===== src/rtl/dual_op_alu_pkg.sv =====
package dual_op_alu_pkg;
  typedef enum logic [2:0] {
    OP_NONE, OP_MOV, OP_CMP, OP_BIT, OP_BIC, OP_BIS, OP_ADD, OP_SUB
  } alu_op_e;

  typedef enum logic [1:0] {
    CLS_EXEC, CLS_FWD, CLS_RSVD
  } op_class_e;

  // sign bit of a value at the active operand size
  function automatic logic size_sign(input logic [15:0] v, input logic is_byte);
    return is_byte ? v[7] : v[15];
  endfunction

  // overflow when operands agree in sign and the result does not
  function automatic logic add_ovf(input logic sa, input logic sb, input logic sr);
    return (sa == sb) && (sr != sa);
  endfunction

  // overflow for a difference: operand signs differ and result sign equals ref_sign
  function automatic logic diff_ovf(input logic sa, input logic sb, input logic sr,
                                    input logic ref_sign);
    return (sa != sb) && (sr == ref_sign);
  endfunction
endpackage


===== src/rtl/alu2_decode.sv =====
module alu2_decode
  import dual_op_alu_pkg::*;
(
  input  logic [3:0] opc,
  output alu_op_e    op,
  output logic       is_byte,
  output op_class_e  cls
);
  always_comb begin
    op      = OP_NONE;
    is_byte = 1'b0;
    cls     = CLS_EXEC;
    unique case (opc)
      4'h1, 4'h9: op = OP_MOV;
      4'h2, 4'hA: op = OP_CMP;
      4'h3, 4'hB: op = OP_BIT;
      4'h4, 4'hC: op = OP_BIC;
      4'h5, 4'hD: op = OP_BIS;
      4'h6:       op = OP_ADD;
      4'hE:       op = OP_SUB;
      4'hF:       cls = CLS_RSVD;
      default:    cls = CLS_FWD;   // 0, 7, 8
    endcase
    is_byte = opc[3] && (op != OP_NONE) && (op != OP_SUB);
  end
endmodule


===== src/rtl/alu2_exec.sv =====
module alu2_exec
  import dual_op_alu_pkg::*;
#(
  parameter int DW = 16
) (
  input  alu_op_e       op,
  input  logic          is_byte,
  input  logic          dst_reg,
  input  logic          c_in,
  input  logic [DW-1:0] src,
  input  logic [DW-1:0] dst,
  output logic [DW-1:0] res,
  output logic          we,
  output logic          byte_wr,
  output logic [3:0]    nzvc
);
  localparam int BW = DW / 2;

  logic [DW-1:0] s, d, t;
  logic [DW:0]   wide;
  logic          sa, sb, sr, n, z, v, c;

  always_comb begin
    s = is_byte ? {{BW{1'b0}}, src[BW-1:0]} : src;
    d = is_byte ? {{BW{1'b0}}, dst[BW-1:0]} : dst;
    sa = size_sign(s, is_byte);
    sb = size_sign(d, is_byte);
    wide = '0;
    t  = '0;
    c  = c_in;
    we = 1'b0;
    unique case (op)
      OP_MOV: begin t = s;      we = 1'b1; end
      OP_CMP: begin t = s - d;  c = (s < d); end
      OP_BIT: begin t = d & s;  end
      OP_BIC: begin t = d & ~s; we = 1'b1; end
      OP_BIS: begin t = d | s;  we = 1'b1; end
      OP_ADD: begin
        wide = {1'b0, s} + {1'b0, d};
        t = wide[DW-1:0];
        c = wide[DW];
        we = 1'b1;
      end
      OP_SUB: begin t = d - s;  c = (s > d); we = 1'b1; end
      default: t = '0;
    endcase
    if (is_byte) t = {{BW{1'b0}}, t[BW-1:0]};
    sr = size_sign(t, is_byte);
    n  = sr;
    z  = (t == '0);
    unique case (op)
      OP_CMP:  v = diff_ovf(sa, sb, sr, sb);
      OP_SUB:  v = diff_ovf(sa, sb, sr, sa);
      OP_ADD:  v = add_ovf(sa, sb, sr);
      default: v = 1'b0;
    endcase
    nzvc = {n, z, v, c};
    // byte move into a register widens with the sign; other byte writes stay narrow
    if (op == OP_MOV && is_byte && dst_reg) begin
      res     = {{BW{t[BW-1]}}, t[BW-1:0]};
      byte_wr = 1'b0;
    end else begin
      res     = t;
      byte_wr = is_byte && we;
    end
  end
endmodule


===== src/rtl/dual_op_alu.sv =====
module dual_op_alu
  import dual_op_alu_pkg::*;
#(
  parameter int DW      = 16,
  parameter int SPEC_W  = 6,
  parameter int NUM_REG = 8
) (
  input  logic          clk,
  input  logic          rst,
  input  logic          in_valid,
  input  logic [DW-1:0] instr,
  input  logic [DW-1:0] src_val,
  input  logic [DW-1:0] dst_val,
  input  logic          dst_is_status,
  output logic          res_valid,
  output logic          res_we,
  output logic          res_byte,
  output logic [DW-1:0] result,
  output logic [3:0]    flags,
  output logic          reserved_trap,
  output logic          fwd_pulse,
  output logic [2:0]    fwd_sel
);
  localparam int OPC_LSB = DW - 4;
  localparam int SEL_LSB = OPC_LSB - 3;

  alu_op_e       dec_op;
  logic          dec_byte;
  op_class_e     dec_cls;
  logic          dst_reg;
  logic [DW-1:0] ex_res;
  logic          ex_we, ex_byte;
  logic [3:0]    ex_nzvc;
  logic          fire_exec, fire_fwd, fire_rsvd, status_hit;
  logic          unused_src_spec;

  assign unused_src_spec = ^instr[SEL_LSB-1:SPEC_W];
  assign dst_reg = (instr[SPEC_W-1:0] < SPEC_W'(NUM_REG));

  alu2_decode u_dec (
    .opc     (instr[DW-1:OPC_LSB]),
    .op      (dec_op),
    .is_byte (dec_byte),
    .cls     (dec_cls)
  );

  alu2_exec #(.DW(DW)) u_exec (
    .op      (dec_op),
    .is_byte (dec_byte),
    .dst_reg (dst_reg),
    .c_in    (flags[0]),
    .src     (src_val),
    .dst     (dst_val),
    .res     (ex_res),
    .we      (ex_we),
    .byte_wr (ex_byte),
    .nzvc    (ex_nzvc)
  );

  assign fire_exec  = in_valid && (dec_cls == CLS_EXEC);
  assign fire_fwd   = in_valid && (dec_cls == CLS_FWD);
  assign fire_rsvd  = in_valid && (dec_cls == CLS_RSVD);
  assign status_hit = fire_exec && ex_we && dst_is_status;

  always_ff @(posedge clk) begin
    if (rst) begin
      res_valid     <= 1'b0;
      res_we        <= 1'b0;
      res_byte      <= 1'b0;
      result        <= '0;
      flags         <= '0;
      reserved_trap <= 1'b0;
      fwd_pulse     <= 1'b0;
      fwd_sel       <= '0;
    end else begin
      res_valid     <= fire_exec;
      res_we        <= fire_exec && ex_we;
      res_byte      <= fire_exec && ex_byte;
      reserved_trap <= fire_rsvd;
      fwd_pulse     <= fire_fwd;
      if (fire_exec) result <= ex_res;
      if (fire_fwd)  fwd_sel <= instr[OPC_LSB-1:SEL_LSB];
      // computed flags first; a status-word write of the result then overrides them
      if (fire_exec) flags <= status_hit ? ex_res[3:0] : ex_nzvc;
    end
  end

  AST_ONE_OUTCOME: assert property (@(posedge clk) disable iff (rst)
    $onehot0({res_valid, reserved_trap, fwd_pulse}));
  AST_TRAP_NO_WRITE: assert property (@(posedge clk) disable iff (rst)
    reserved_trap |-> !res_we);
  AST_TRAP_KEEPS_FLAGS: assert property (@(posedge clk) disable iff (rst)
    fire_rsvd |=> $stable(flags));
  AST_FWD_KEEPS_FLAGS: assert property (@(posedge clk) disable iff (rst)
    fire_fwd |=> ($stable(flags) && !res_we));
  AST_CMP_NO_WRITE: assert property (@(posedge clk) disable iff (rst)
    (in_valid && (dec_op == OP_CMP || dec_op == OP_BIT)) |=> (res_valid && !res_we));
  AST_MOV_CLEARS_V: assert property (@(posedge clk) disable iff (rst)
    (in_valid && dec_op == OP_MOV && !dst_is_status) |=> !flags[1]);
  AST_IDLE_HOLDS_FLAGS: assert property (@(posedge clk) disable iff (rst)
    !in_valid |=> ($stable(flags) && !res_valid));
endmodule


===== config.mk =====
export PLATFORM = sky130hd
export DESIGN_NAME = dual_op_alu
export DESIGN_NICKNAME = d
export VERILOG_FILES = /design/src/rtl/dual_op_alu_pkg.sv /design/src/rtl/alu2_decode.sv /design/src/rtl/alu2_exec.sv /design/src/rtl/dual_op_alu.sv
export SDC_FILE = /design/constraint.sdc
export NUM_CORES = 1
export LEC_CHECK = 0
export BUFFER_PORTS_ARGS = -buffer_cell sky130_fd_sc_hd__buf_2
export CORE_UTILIZATION = 52
export DETAILED_ROUTE_END_ITERATION = 10
export PLACE_DENSITY = 0.74
export SLEW_MARGIN = 0
export SYNTH_ARGS = -nofsm -noshare
export SYNTH_HDL_FRONTEND = slang
export SYNTH_SLANG_ARGS = --single-unit

===== constraint.sdc =====
create_clock -name clk -period 6.1 [get_ports clk]
set_clock_uncertainty 0.1 [all_clocks]
set_input_delay 1.83 -clock clk [delete_from_list [all_inputs] [get_ports clk]]
set_output_delay 1.83 -clock clk [all_outputs]
set_load 0.01 [all_outputs]

# Word level (Yosys, flattened, before mapping)

Cells that the tools add are included.

Register bits: 28
Input bits: 52
Output and inout port bits: 28
Logic and storage cells: 88

Add/sub/neg operators: 3
$lt $le $gt $ge: 3
Equal/unequal tests: 28
Mux-type cells: 15
Bitwise operators: 4
Reduce and logical (&&, ||, !) cells: 26

Operators with widths:

| kind                 | count |
|---|---|
| $pmux W16 S7         | 1 |
| $mux W16             | 4 |
| $and A16 B16 Y16     | 2 |
| $sub A16 B16 Y16     | 2 |
| $eq A4 B4 Y1 const B | 7 |
| $pmux W3 S7          | 1 |
| $add A16 B16 Y17     | 1 |
| $gt A16 B16 Y1       | 1 |
| $logic_not A16 Y1    | 1 |
| $lt A16 B16 Y1       | 1 |
| $not A16 Y16         | 1 |
| $or A16 B16 Y16      | 1 |
| $logic_and A1 B1 Y1  | 14 |
| $eq A3 B3 Y1 const B | 4 |
| $eq A4 B3 Y1 const B | 3 |
| $reduce_or A12 Y1    | 1 |
| $reduce_or A2 Y1     | 5 |
| $eq A4 B2 Y1 const B | 2 |
| $eq A3 B2 Y1 const B | 2 |
| $lt A6 B4 Y1 const B | 1 |
| $pmux W1 S3          | 2 |
| $mux W1              | 5 |
| $reduce_or A5 Y1     | 1 |
| $eq A4 B1 Y1 const B | 1 |
| other kinds (12)     | 15 |

# Logic depth before layout (Yosys ltp)

Gate-level depths: netlist of run 1.

Word-level depth: 16
Depth in mapped cells: 18

# Modules after synthesis

From an unflattened synthesis of run 1, not the netlist that was laid out.

Cell total of the unflattened synthesis: 725
Area, all modules: 5,088.6 um^2

Modules (own cells, without submodules):

| module      | times used | cells each | area an instance (um^2) | sequential area each (um^2) |
|---|---|---|---|---|
| alu2_exec   | 1          | 599        | 4,015.1                 | 0.0 |
| dual_op_alu | 1          | 115        | 1,007.2                 | 560.5 |
| alu2_decode | 1          | 11         | 66.3                    | 0.0 |

# Least setup slack after synthesis of run 1

No wires, ideal clock.

Path type: input-to-reg
Start point: input port instr[12]
End point: register flags[1]
Setup time: 0.116 ns
Arrival time: 5.250 ns
Data required time: 5.884 ns
Slack: 0.634 ns
Stages on the path: 18
Path buffers: 4
Cells stage by stage: buf_2 > or3_1 > nand3_1 > buf_2 > clkbuf_1 > nand2_1 > ha_1 > clkbuf_1 > and4b_1 > nand2_1 > o21ba_2 > nor2_1 > or4_1 > a31oi_1 > nor3_2 > mux2i_1 > and4_1 > nor2_1

Word-level cells in the longest chain between the ends: 16
Elaborated cells on any way between the ends: 63

Ends and longest elaborated chain:

| element                                                   | RTL line          | RTL |
|---|---|---|
| start: declaration                                        | dual_op_alu.sv:11 | `input logic [DW-1:0] instr,` |
| branches (longest 16 deep; another with $sub A16 B16 Y16) | --                |  |
| end signal: assignment                                    | dual_op_alu.sv:84 | `if (fire_exec) flags <= status_hit ? ex_res[3:0] : ex_nzvc;` |
| end: declaration                                          | dual_op_alu.sv:19 | `output logic [3:0] flags,` |

Several ways; the timed one is not identified.
A chain may end at the register's enable or synchronous reset.

# Worst setup path after layout of run 1

Start point: input port instr[13]
End point: register flags[1]

Same word-level chain as after synthesis.

==> out/qor.tcl, run 1 <==
set qor(status) {finished, final reports clean}
set qor(mostFrequentLayoutCells) {nor2_1, buf_2, ha_1}
set qor(power.density_nw_per_um2) 152
set qor(fin_area_sq_um) 5520
set qor(grt_max_degree) 38
set qor(layout_worst_path_cycle_share_pct) 90.9
set qor(critical_path.cell_chain) {buf_2 -> or3_1 -> nand3_1 -> buf_4 -> nand2_1 -> ha_1 -> a21oi_1 -> o21ai_0 -> or4_1 -> nand4_1 -> a211oi_1 -> a31oi_1 -> nor3_2 -> mux2i_1 -> and4_1 -> nor2_1}
set qor(timing.hold.worst.class) {flip-flop to flip-flop}
set qor(max_freq_ghz) 0.180
set qor(die_w_um) 101
set qor(critical_path_peak_fanout) 22
set qor(critPathTopFamily) {simple AND/OR/NAND/NOR gates}
set qor(max_cap_violations) 0
set qor(area_growth_syn_to_layout_pct) 9.21
set qor(timing.final.setup_violations) 0
set qor(finalPower_mw) 0.836
set qor(power.ir.vdd_worst_uv) 105
set qor(worst-path-stages) 16
set qor(clk_pin_slew_worst_paths_ps) 90
set qor(grt_remaining_overflow) 0
set qor(synthesis.area_sq_um) 5050
set qor(diodes) 0
set qor(report.final.hold_viol_count) 0
set qor(rows) 35
set qor(grt_pass1_vias) 5155
set qor(remaining_drc_errors) 0
set qor(final_max_slew_violation_count) 0
set qor(ys_ff_latch) 28
set qor(antenna_found_initial) 0
set qor(synth_warnings) 0
set qor(dp.final_hpwl_um) 12900
set qor(synth_top_area_share_pct) 15.9
set qor(tritoncts) {built}
set qor(postSynth.asyncResetShare_pct) 0
set qor(fill_cells) 898
set qor(r2r-start) {flags[0]}
set qor(setup.worst_path.start_class) {primary input}
set qor(setup_repair_after_global_routing_missed_its_margin) {no}
set qor(r2r_end) {flags[0]}
set qor(critical-path-max-stage-delay_ps) 550
set qor(worst-slew-pin-transition_ps) 1250
set qor(critical_path_class) {primary input to flip-flop}
set qor(flop_to_flop_setup_slack_ps) 4880
set qor(multi_input_comb_area_sq_um) 4070
set qor(drive_gt1_share_pct) 17.0
set qor(placement.io_buffers) 73
set qor(post_synthesis_sequential_area_ratio_pct) 11.1
set qor(final_net_count) 863
set qor(cts_num_sinks) 28
set qor(htreeDepth) 1
set qor(syn-num-nets) 817
set qor(vias_per_cell) 6.47
set qor(p_leak_nw) 2.46
set qor(postCtsSetupRepairBufs) 0
set qor(root_buffer) {clkbuf_8}
set qor(arrival_ps) 5620
set qor(detail-route-antenna-nets) 0
set qor(worst_skew_pair.late_latency_ps) 270
set qor(cts_max_path_buffers) 2
set qor(start_util_pct) 54.2
set qor(tns_ps) 0
set qor(netlist_instances) 698
set qor(period_needed_ps) 5540
set qor(critical_path.n_buffers_inverters) 2
set qor(post_synth.cell_area_avg_sq_um) 7.24
set qor(cts_made_buffers) 3
set qor(routedWlPerCell_um) 19.3
set qor(grt_use_total_pct) 32.6
set qor(cts_hold_fix_bufs) 0
set qor(worst_ep_required_time_ps) 6180
set qor(drt_first_pass_iters) 5
set qor(core-area_sq_um) 9330
set qor(grt_pass1_wl_um) 26100
set qor(yosys_most_used_dff) {dfxtp_1}
set qor(synth.distinct_cells) 89
set qor(floorplan.die_area_sq_um) 10100
set qor(fp.dieH_um) 101
set qor(worst_path_max_delay_cell) {ha_1}
set qor(yosys.area.top_type) {ha_1}
set qor(num_io_pins) 80
set qor(resized_after_cts) 0
set qor(synth_edf_count) 0
set qor(seq_area_sq_um) 561
set qor(detail_route.wirelength_um) 16800
set qor(worst_setup_path_end_kind) {flip-flop}
set qor(critical_path.endpoint) {flags[1]}
set qor(vias) 5640
set qor(synth_area_leaders) {ha_1, dfxtp_1, nor2_1, inv_1, a21oi_1}
set qor(detailedRoute.firstIterationViolations) 557
set qor(placement.cell_area_sq_um) 5450
set qor(max_slew_margin_pct) 16.3
set qor(layout.cells.most_common) {nor2_1}
set qor(worstSetupStartpoint) {instr[13]}
set qor(rr_worst_depth) 3
set qor(globalplace.congestion) 0.962
-- power breakdown --
part	internal, mW	switching, mW
registers	0.195	0.00620
clock network	0.0879	0.0567
logic	0.185	0.306
-- tightest hold or removal path, cell delays in order (launching register included) --
cell and delay [ps]:
dfxtp_1 320, nor2_1 90, nor3_1 50
-- state kept, by name, summed over array words and instances (netlist names) --
signal and count:
res_valid 1, fwd_sel 3, flags 4, result 16
res_byte 1, reserved_trap 1, fwd_pulse 1, res_we 1
-- final cells by class --
cell class	count	share of cell area (%)
timing repair buffer	85	8.26
sequential	28	10.2
tap	129	2.93
clock buffer	3	0.748
multi-input combinational	572	73.7
inverter	54	3.67
clock inverter	1	0.544
-- cells in the mapped netlist (all sizes together), types with 6 or more instances --
master and instances:
a221oi 7, a21oi 38, o21bai 9, nor3 20, inv 53, a211oi 19
clkbuf 23, o221ai 6, ha 64, nand2b 11, o21a 8, or2 10
and3 6, or3 8, mux2i 13, and2 8, buf 21, nor2 78
nand2 45, nor4 9, a32oi 8, nand3 25, nand4 7, nor2b 17
a31oi 8, xnor2 7, o21ai 41, dfxtp 28
-- worst min path at each step --
stage | startpoint | end | slack, ps | cells past startpoint
3_5_place_dp | result[10] | result[10] | 390 | 2
6_report | result[10] | result[10] | 400 | 2
5_1_grt | result[10] | result[10] | 420 | 2
2_1_floorplan | flags[0] | flags[0] | 390 | 2
4_1_cts | result[10] | result[10] | 400 | 2
3_3_place_gp | result[0] | result[0] | 360 | 2
-- logic make-up after synthesis --
family / count (synthesis) / share of synthesized area, %
compound gates: 214 / 31.1
xor+xnor: 11 / 1.91
fa+ha+maj: 67 / 17.0
buf+inv: 98 / 8.42
flops: 28 / 11.1
mux: 14 / 2.80
simple gates: 266 / 27.6
-- per-stage QoR --
step	hold slack (ps)	std cells	utilization (%)	setup WS (ps)
finish	397	872	59.1	556
global route	423	872	59.1	275
global placement	365	868	58.4	493
floorplan	392	698	-	634
detailed placement	387	868	58.4	375
CTS	401	872	59.1	651
-- routing by layer --
metal | vias to the layer above | routed length (um) | track usage (%)
li1 | 2648 | - | -
met4 | 0 | 548 | 11.0
met1 | 2636 | 7110 | 43.4
met3 | 56 | 1360 | 3.33
met2 | 300 | 7810 | 55.1
met5 | - | 0 | 0
Power figures use the tool's default switching activity.
==> run 2: changes to the inputs <==
--- a/config.mk
+++ b/config.mk
@@ -6,9 +6,8 @@
 export NUM_CORES = 1
 export LEC_CHECK = 0
 export BUFFER_PORTS_ARGS = -buffer_cell sky130_fd_sc_hd__buf_2
-export CORE_UTILIZATION = 52
+export CORE_UTILIZATION = 35
 export DETAILED_ROUTE_END_ITERATION = 10
-export PLACE_DENSITY = 0.74
 export SLEW_MARGIN = 0
 export SYNTH_ARGS = -nofsm -noshare
 export SYNTH_HDL_FRONTEND = slang
==> out/qor.tcl, run 2 (synthesized netlist as in run 1, its figures left out) <==
set qor(setup_repair_after_global_routing_missed_its_margin) {no}
set qor(die_w_um) 122 ;# +21%
set qor(layout.cells.most_common) {nor2_1}
set qor(diodes) 0 ;# unchanged
set qor(timing.hold.worst.class) {flip-flop to flip-flop}
set qor(mostFrequentLayoutCells) {nor2_1, buf_2, ha_1}
set qor(r2r-start) {flags[0]}
set qor(detail-route-antenna-nets) 0 ;# unchanged
set qor(dp.final_hpwl_um) 13100 ;# +1.4%
set qor(antenna_found_initial) 0 ;# unchanged
set qor(arrival_ps) 5450 ;# -170 ps
set qor(timing.final.setup_violations) 0 ;# unchanged
set qor(fp.dieH_um) 122 ;# +21%
set qor(start_util_pct) 36.1 ;# -18 points
set qor(core-area_sq_um) 14000 ;# +50%
set qor(critical-path-max-stage-delay_ps) 540 ;# about the same
set qor(fin_area_sq_um) 5670 ;# +2.7%
set qor(drive_gt1_share_pct) 17.7 ;# +0.78 points
set qor(grt_pass1_wl_um) 26600 ;# +1.7%
set qor(critical_path.n_buffers_inverters) 2 ;# unchanged
set qor(rows) 43 ;# +23%
set qor(report.final.hold_viol_count) 0 ;# unchanged
set qor(worst_setup_path_end_kind) {flip-flop}
set qor(cts_num_sinks) 28 ;# unchanged
set qor(max_cap_violations) 0 ;# unchanged
set qor(detailedRoute.firstIterationViolations) 518 ;# -7.0%
set qor(worst_path_max_delay_cell) {ha_1}
set qor(root_buffer) {clkbuf_16}
set qor(worst-slew-pin-transition_ps) 1050 ;# -199 ps
set qor(postCtsSetupRepairBufs) 0 ;# unchanged
set qor(layout_worst_path_cycle_share_pct) 88.2 ;# -2.7 points
set qor(worst_hold_startpoint) {fwd_sel[2]}
set qor(num_io_pins) 80 ;# unchanged
set qor(routedWlPerCell_um) 18.0 ;# -6.6%
set qor(worst_ep_required_time_ps) 6170 ;# about the same
set qor(max_slew_margin_pct) 29.6 ;# +13 points
set qor(setup.worst_path.start_class) {primary input}
set qor(area_growth_syn_to_layout_pct) 12.2
set qor(final_max_slew_violation_count) 0 ;# unchanged
set qor(vias_per_cell) 5.86 ;# -9.4%
set qor(drt_first_pass_iters) 5 ;# unchanged
set qor(p_leak_nw) 2.51 ;# +2.0%
set qor(leading_registers_by_flop_count) {result x16, flags x4, fwd_sel x3}
set qor(cts_made_buffers) 3 ;# unchanged
set qor(htreeDepth) 1 ;# unchanged
set qor(floorplan.die_area_sq_um) 14900 ;# +48%
set qor(critPathTopFamily) {simple AND/OR/NAND/NOR gates}
set qor(grt_max_degree) 38 ;# unchanged
set qor(placement.io_buffers) 73 ;# unchanged
set qor(tns_ps) 0 ;# unchanged
set qor(final_net_count) 870 ;# +0.81%
set qor(power.ir.vdd_worst_uv) 85.3 ;# -18%
set qor(clk_pin_slew_worst_paths_ps) 70 ;# -20 ps
set qor(placement.cell_area_sq_um) 5560 ;# +2.1%
set qor(worstSetupStartpoint) {instr[13]}
set qor(worst_skew_pair.late_latency_ps) 270 ;# about the same
set qor(cts_hold_fix_bufs) 0 ;# unchanged
set qor(period_needed_ps) 5380 ;# -163 ps
set qor(detail_route.wirelength_um) 16800 ;# -0.36%
set qor(globalplace.congestion) 0.964 ;# +0.25%
set qor(critical_path_class) {primary input to flip-flop}
set qor(critical_path.cell_chain) {buf_2 -> or3_1 -> nand3_1 -> buf_4 -> nand2_1 -> ha_1 -> a21oi_1 -> o21ai_0 -> or4_1 -> nand4_1 -> a211oi_1 -> a31oi_1 -> nor3_2 -> mux2i_1 -> and4_1 -> nor2_1}
set qor(remaining_drc_errors) 0 ;# unchanged
set qor(power.density_nw_per_um2) 156 ;# +3.1%
set qor(max_freq_ghz) 0.186 ;# +3.0%
set qor(status) {finished, final reports clean}
set qor(vias) 5447 ;# -3.4%
set qor(critical_path_peak_fanout) 13 ;# -41%
set qor(resized_after_cts) 0 ;# unchanged
set qor(registers.top_by_ff_count) {result}
set qor(grt_use_total_pct) 22.7 ;# -9.9 points
set qor(cts_max_path_buffers) 2 ;# unchanged
set qor(grt_remaining_overflow) 0 ;# unchanged
set qor(grt_pass1_vias) 4998 ;# -3.0%
set qor(tritoncts) {built}
set qor(largest_reg_flops) 16 ;# unchanged
set qor(fill_cells) 1471 ;# +64%
[run 2: cell types whose count changed in the layout (fill, tap and decap cells not counted), sizes merged]
cell	previous run	this run
buf	85	92
[run 2: cell type report]
class	instances	area [sq um]	area share [%]
tap	180	225	3.97
sequential	28	561	9.89
inverter	54	203	3.58
multi-input combinational	572	4070	71.7
clock buffer	3	75.1	1.32
clock inverter	1	30.0	0.530
timing repair buffer	92	508	8.96
[run 2: report_power, final]
| part | internal, mW | leakage (nW) | switching, mW |
|---|---|---|---|
| combinational | 0.189 | 2.23 | 0.302 |
| sequential | 0.195 | 0.230 | 0.00510 |
| clock | 0.131 | 0.0511 | 0.0637 |
| total | 0.514 | 2.51 | 0.371 |
[run 2: worst paths after layout]
check	to	cells after the start	slack, ps
setup / recovery	flags[1]	16	720
setup reg to reg	flags[0]	3	4870
hold reg to reg	fwd_sel[2]	2	390
hold / removal	fwd_sel[2]	2	390
[run 2: worst reg2reg max path: cells and delay by family, from the launching register on]
family / cells / cell delay, ps
AOI/OAI and AO/OA: 2 / 440
and+or+nand+nor: 1 / 210
DFF: 1 / 380
[run 2: routing by layer]
| metal | GRT usage [%] | share of wire, % |
|---|---|---|
| met5 | 0 | 0 |
| met4 | 9.30 | 3.6 |
| met3 | 2.48 | 7.4 |
| met2 | 35.3 | 43 |
| met1 | 31.7 | 46 |
[run 2: per-stage QoR]
step	hold slack [ps]	util [%]	power (mW)	setup slack [ps]	instances
after floorplan	392	-	0.548	634	698
after global placement	372	39.8	0.684	468	926
after detailed placement	380	39.8	0.684	448	926
after CTS	393	40.5	0.880	732	930
after global routing	408	40.5	0.945	450	930
final	394	40.5	0.885	719	930
==> run 3: changes to the inputs <==
==> constraint.sdc (replaced) <==
create_clock -name clk -period 6.8 [get_ports clk]
set_clock_uncertainty 0.1 [all_clocks]
set_input_delay 2.04 -clock clk [delete_from_list [all_inputs] [get_ports clk]]
set_output_delay 2.04 -clock clk [all_outputs]
set_load 0.01 [all_outputs]
==> out/qor.tcl, run 3 (synthesized netlist as in run 1, its figures left out) <==
set qor(r2r-start) {flags[0]}
set qor(layout.cells.most_common) {nor2_1}
set qor(globalRoute.busiestLayer) {met2}
set qor(power.ir.vdd_worst_uv) 85.2 ;# about the same
set qor(worst-path-stages) 15 ;# -1
set qor(cts_made_buffers) 3 ;# unchanged
set qor(diodes) 0 ;# unchanged
set qor(power_report.internal_total_mw) 0.457 ;# -11%
set qor(total_switching_power_mw) 0.330 ;# -11%
set qor(combinationalPowerShare_pct) 55.4 ;# about the same
set qor(worstSetupStartpoint) {instr[13]}
set qor(clk_pin_slew_worst_paths_ps) 70 ;# about the same
set qor(multi_input_comb_area_sq_um) 4070 ;# unchanged
set qor(timing.final.setup_violations) 0 ;# unchanged
set qor(root_buffer) {clkbuf_16}
set qor(layout_worst_path_cycle_share_pct) 86.7
set qor(antenna_found_initial) 0 ;# unchanged
set qor(worst_setup_path_end_kind) {flip-flop}
set qor(worst_ep_required_time_ps) 6850 ;# +680 ps
set qor(flop_to_flop_setup_slack_ps) 5580 ;# +710 ps
set qor(vias_per_cell) 5.79 ;# -1.1%
set qor(critical-path-max-stage-delay_ps) 550 ;# about the same
set qor(gr-usage-met2_pct) 33.8 ;# -1.5 points
set qor(start_util_pct) 36.1 ;# unchanged
set qor(dp.final_hpwl_um) 13000 ;# -0.70%
set qor(die_w_um) 122 ;# unchanged
set qor(fp.dieH_um) 122 ;# unchanged
set qor(num_io_pins) 80 ;# unchanged
set qor(postCtsSetupRepairBufs) 0 ;# unchanged
set qor(resized_after_cts) 0 ;# unchanged
set qor(rr_worst_depth) 3 ;# unchanged
set qor(worst_skew_pair.late_latency_ps) 260 ;# about the same
set qor(drive_gt1_share_pct) 17.1 ;# -0.66 points
set qor(grt_max_degree) 28 ;# -26%
set qor(cpMostUsedCell) {nand2_1}
set qor(grt_use_total_pct) 22.0 ;# -0.73 points
set qor(grt_remaining_overflow) 0 ;# unchanged
set qor(mostFrequentLayoutCells) {nor2_1, buf_2, ha_1}
set qor(p_leak_nw) 2.48 ;# -1.1%
set qor(placement.io_buffers) 73 ;# unchanged
set qor(fill_cells) 1500 ;# +2.0%
set qor(cts_max_path_buffers) 2 ;# unchanged
set qor(registers.top_by_ff_count) {result}
set qor(setup.worst_path.start_class) {primary input}
set qor(routedWlPerCell_um) 18.2 ;# +0.76%
set qor(power.density_nw_per_um2) 140 ;# -10%
set qor(area_growth_syn_to_layout_pct) 11.3
set qor(final_max_slew_violation_count) 0 ;# unchanged
set qor(max_freq_ghz) 0.170
set qor(critPathTopFamily) {simple AND/OR/NAND/NOR gates}
set qor(globalplace.congestion) 0.927 ;# -3.9%
set qor(remaining_drc_errors) 0 ;# unchanged
set qor(grt_util_met1_pct) 30.8 ;# -0.81 points
set qor(tritoncts) {built}
set qor(report.final.hold_viol_count) 0 ;# unchanged
set qor(critical_path.cell_chain) {buf_2 -> or3_1 -> nand3_1 -> nand2_1 -> ha_1 -> nor2b_4 -> nand2_1 -> a21o_1 -> a31oi_1 -> a221o_1 -> a21oi_1 -> o21bai_1 -> mux2i_1 -> and4_1 -> a2111oi_1}
set qor(setup_repair_after_global_routing_missed_its_margin) {no}
set qor(cts_hold_fix_bufs) 0 ;# unchanged
set qor(core-area_sq_um) 14000 ;# unchanged
set qor(fin_area_sq_um) 5620 ;# -0.79%
set qor(vias) 5354 ;# -1.7%
set qor(critical_path_peak_fanout) 14 ;# +1
set qor(floorplan.die_area_sq_um) 14900 ;# unchanged
set qor(largest_reg_flops) 16 ;# unchanged
set qor(sequentialPowerShare_pct) 22.9 ;# +0.3 points
set qor(grt_pass1_wl_um) 25800 ;# -2.8%
set qor(timing.hold.worst.class) {flip-flop to flip-flop}
set qor(power_frac_clock_pct) 21.8 ;# -0.2 points
set qor(detail_route.wirelength_um) 16800 ;# +0.11%
set qor(worst_path_max_delay_cell) {ha_1}
set qor(detailedRoute.firstIterationViolations) 508 ;# -1.9%
set qor(leading_registers_by_flop_count) {result x16, flags x4, fwd_sel x3}
set qor(r2r_end) {flags[0]}
set qor(drt_first_pass_iters) 5 ;# unchanged
set qor(detail-route-antenna-nets) 0 ;# unchanged
set qor(critical_path.n_buffers_inverters) 1 ;# -1
set qor(swShare_pct) 41.9 ;# about the same
set qor(critical_path.endpoint) {flags[0]}
set qor(cts_num_sinks) 28 ;# unchanged
set qor(max_slew_margin_pct) 32.4 ;# +2.7 points
set qor(seq_area_sq_um) 561 ;# unchanged
set qor(htreeDepth) 1 ;# unchanged
set qor(rows) 43 ;# unchanged
set qor(final_net_count) 864 ;# -0.69%
set qor(period_needed_ps) 5900
set qor(global_route.usage.met3_pct) 3.00 ;# +0.51 points
set qor(critical_path_class) {primary input to flip-flop}
set qor(worst-slew-pin-transition_ps) 1010 ;# -38.8 ps
set qor(fin_cells) 924 ;# -0.65%
set qor(grt_pass1_vias) 4758 ;# -4.8%
set qor(status) {finished, final reports clean}
set qor(tns_ps) 0 ;# unchanged
set qor(max_cap_violations) 0 ;# unchanged
set qor(arrival_ps) 5950 ;# +500 ps
set qor(placedCellCount) 920 ;# -0.65%
set qor(placement.cell_area_sq_um) 5520 ;# -0.81%
## run 3: final cells by class
cell class | count | area share (%)
timing repair buffer | 86 | 8.24
clock buffer | 3 | 1.34
multi-input combinational | 572 | 72.3
clock inverter | 1 | 0.534
inverter | 54 | 3.61
tap | 180 | 4.01
sequential | 28 | 9.97
## run 3: metrics by stage
step	total power, mW	worst slack [ps]	hold slack (ps)	utilization (%)
finish	0.787	903	388	40.2
global route	0.835	580	422	40.2
CTS	0.782	907	395	40.2
detailed placement	0.609	649	378	39.4
global placement	0.608	661	368	39.4
floorplan	0.491	1120	392	-
## run 3: worst min-delay path by stage
stage	to	from	depth (start not counted)	slack [ps]
finish	result[0]	result[0]	2	390
global route	result[3]	result[3]	2	420
CTS	result[0]	result[0]	2	400
detailed placement	result[0]	result[0]	2	380
global placement	flags[3]	flags[3]	2	370
floorplan	flags[0]	flags[0]	2	390
## run 3: power groups by stage
stage	Combinational [mW]	Clock (mW)	Sequential (mW)
6_report	0.436	0.171	0.180
5_1_grt	0.476	0.177	0.181
4_1_cts	0.428	0.174	0.180
3_5_place_dp	0.426	0	0.184
3_3_place_gp	0.425	0	0.184
2_1_floorplan	0.302	0	0.189
## run 3: worst reg2reg max path, delay by kind of cell, from the launching register on
kind | cells | cell delay [ps]
DFF | 1 | 380
and+or+nand+nor | 1 | 210
AOI/OAI and AO/OA | 2 | 430
## run 3: layer usage
layer  vias up  part of all wire, %
li1       2635                    -
met1      2476                   46
met2       206                   43
met3        37                  7.2
met4         0                  3.5
met5         -                    0
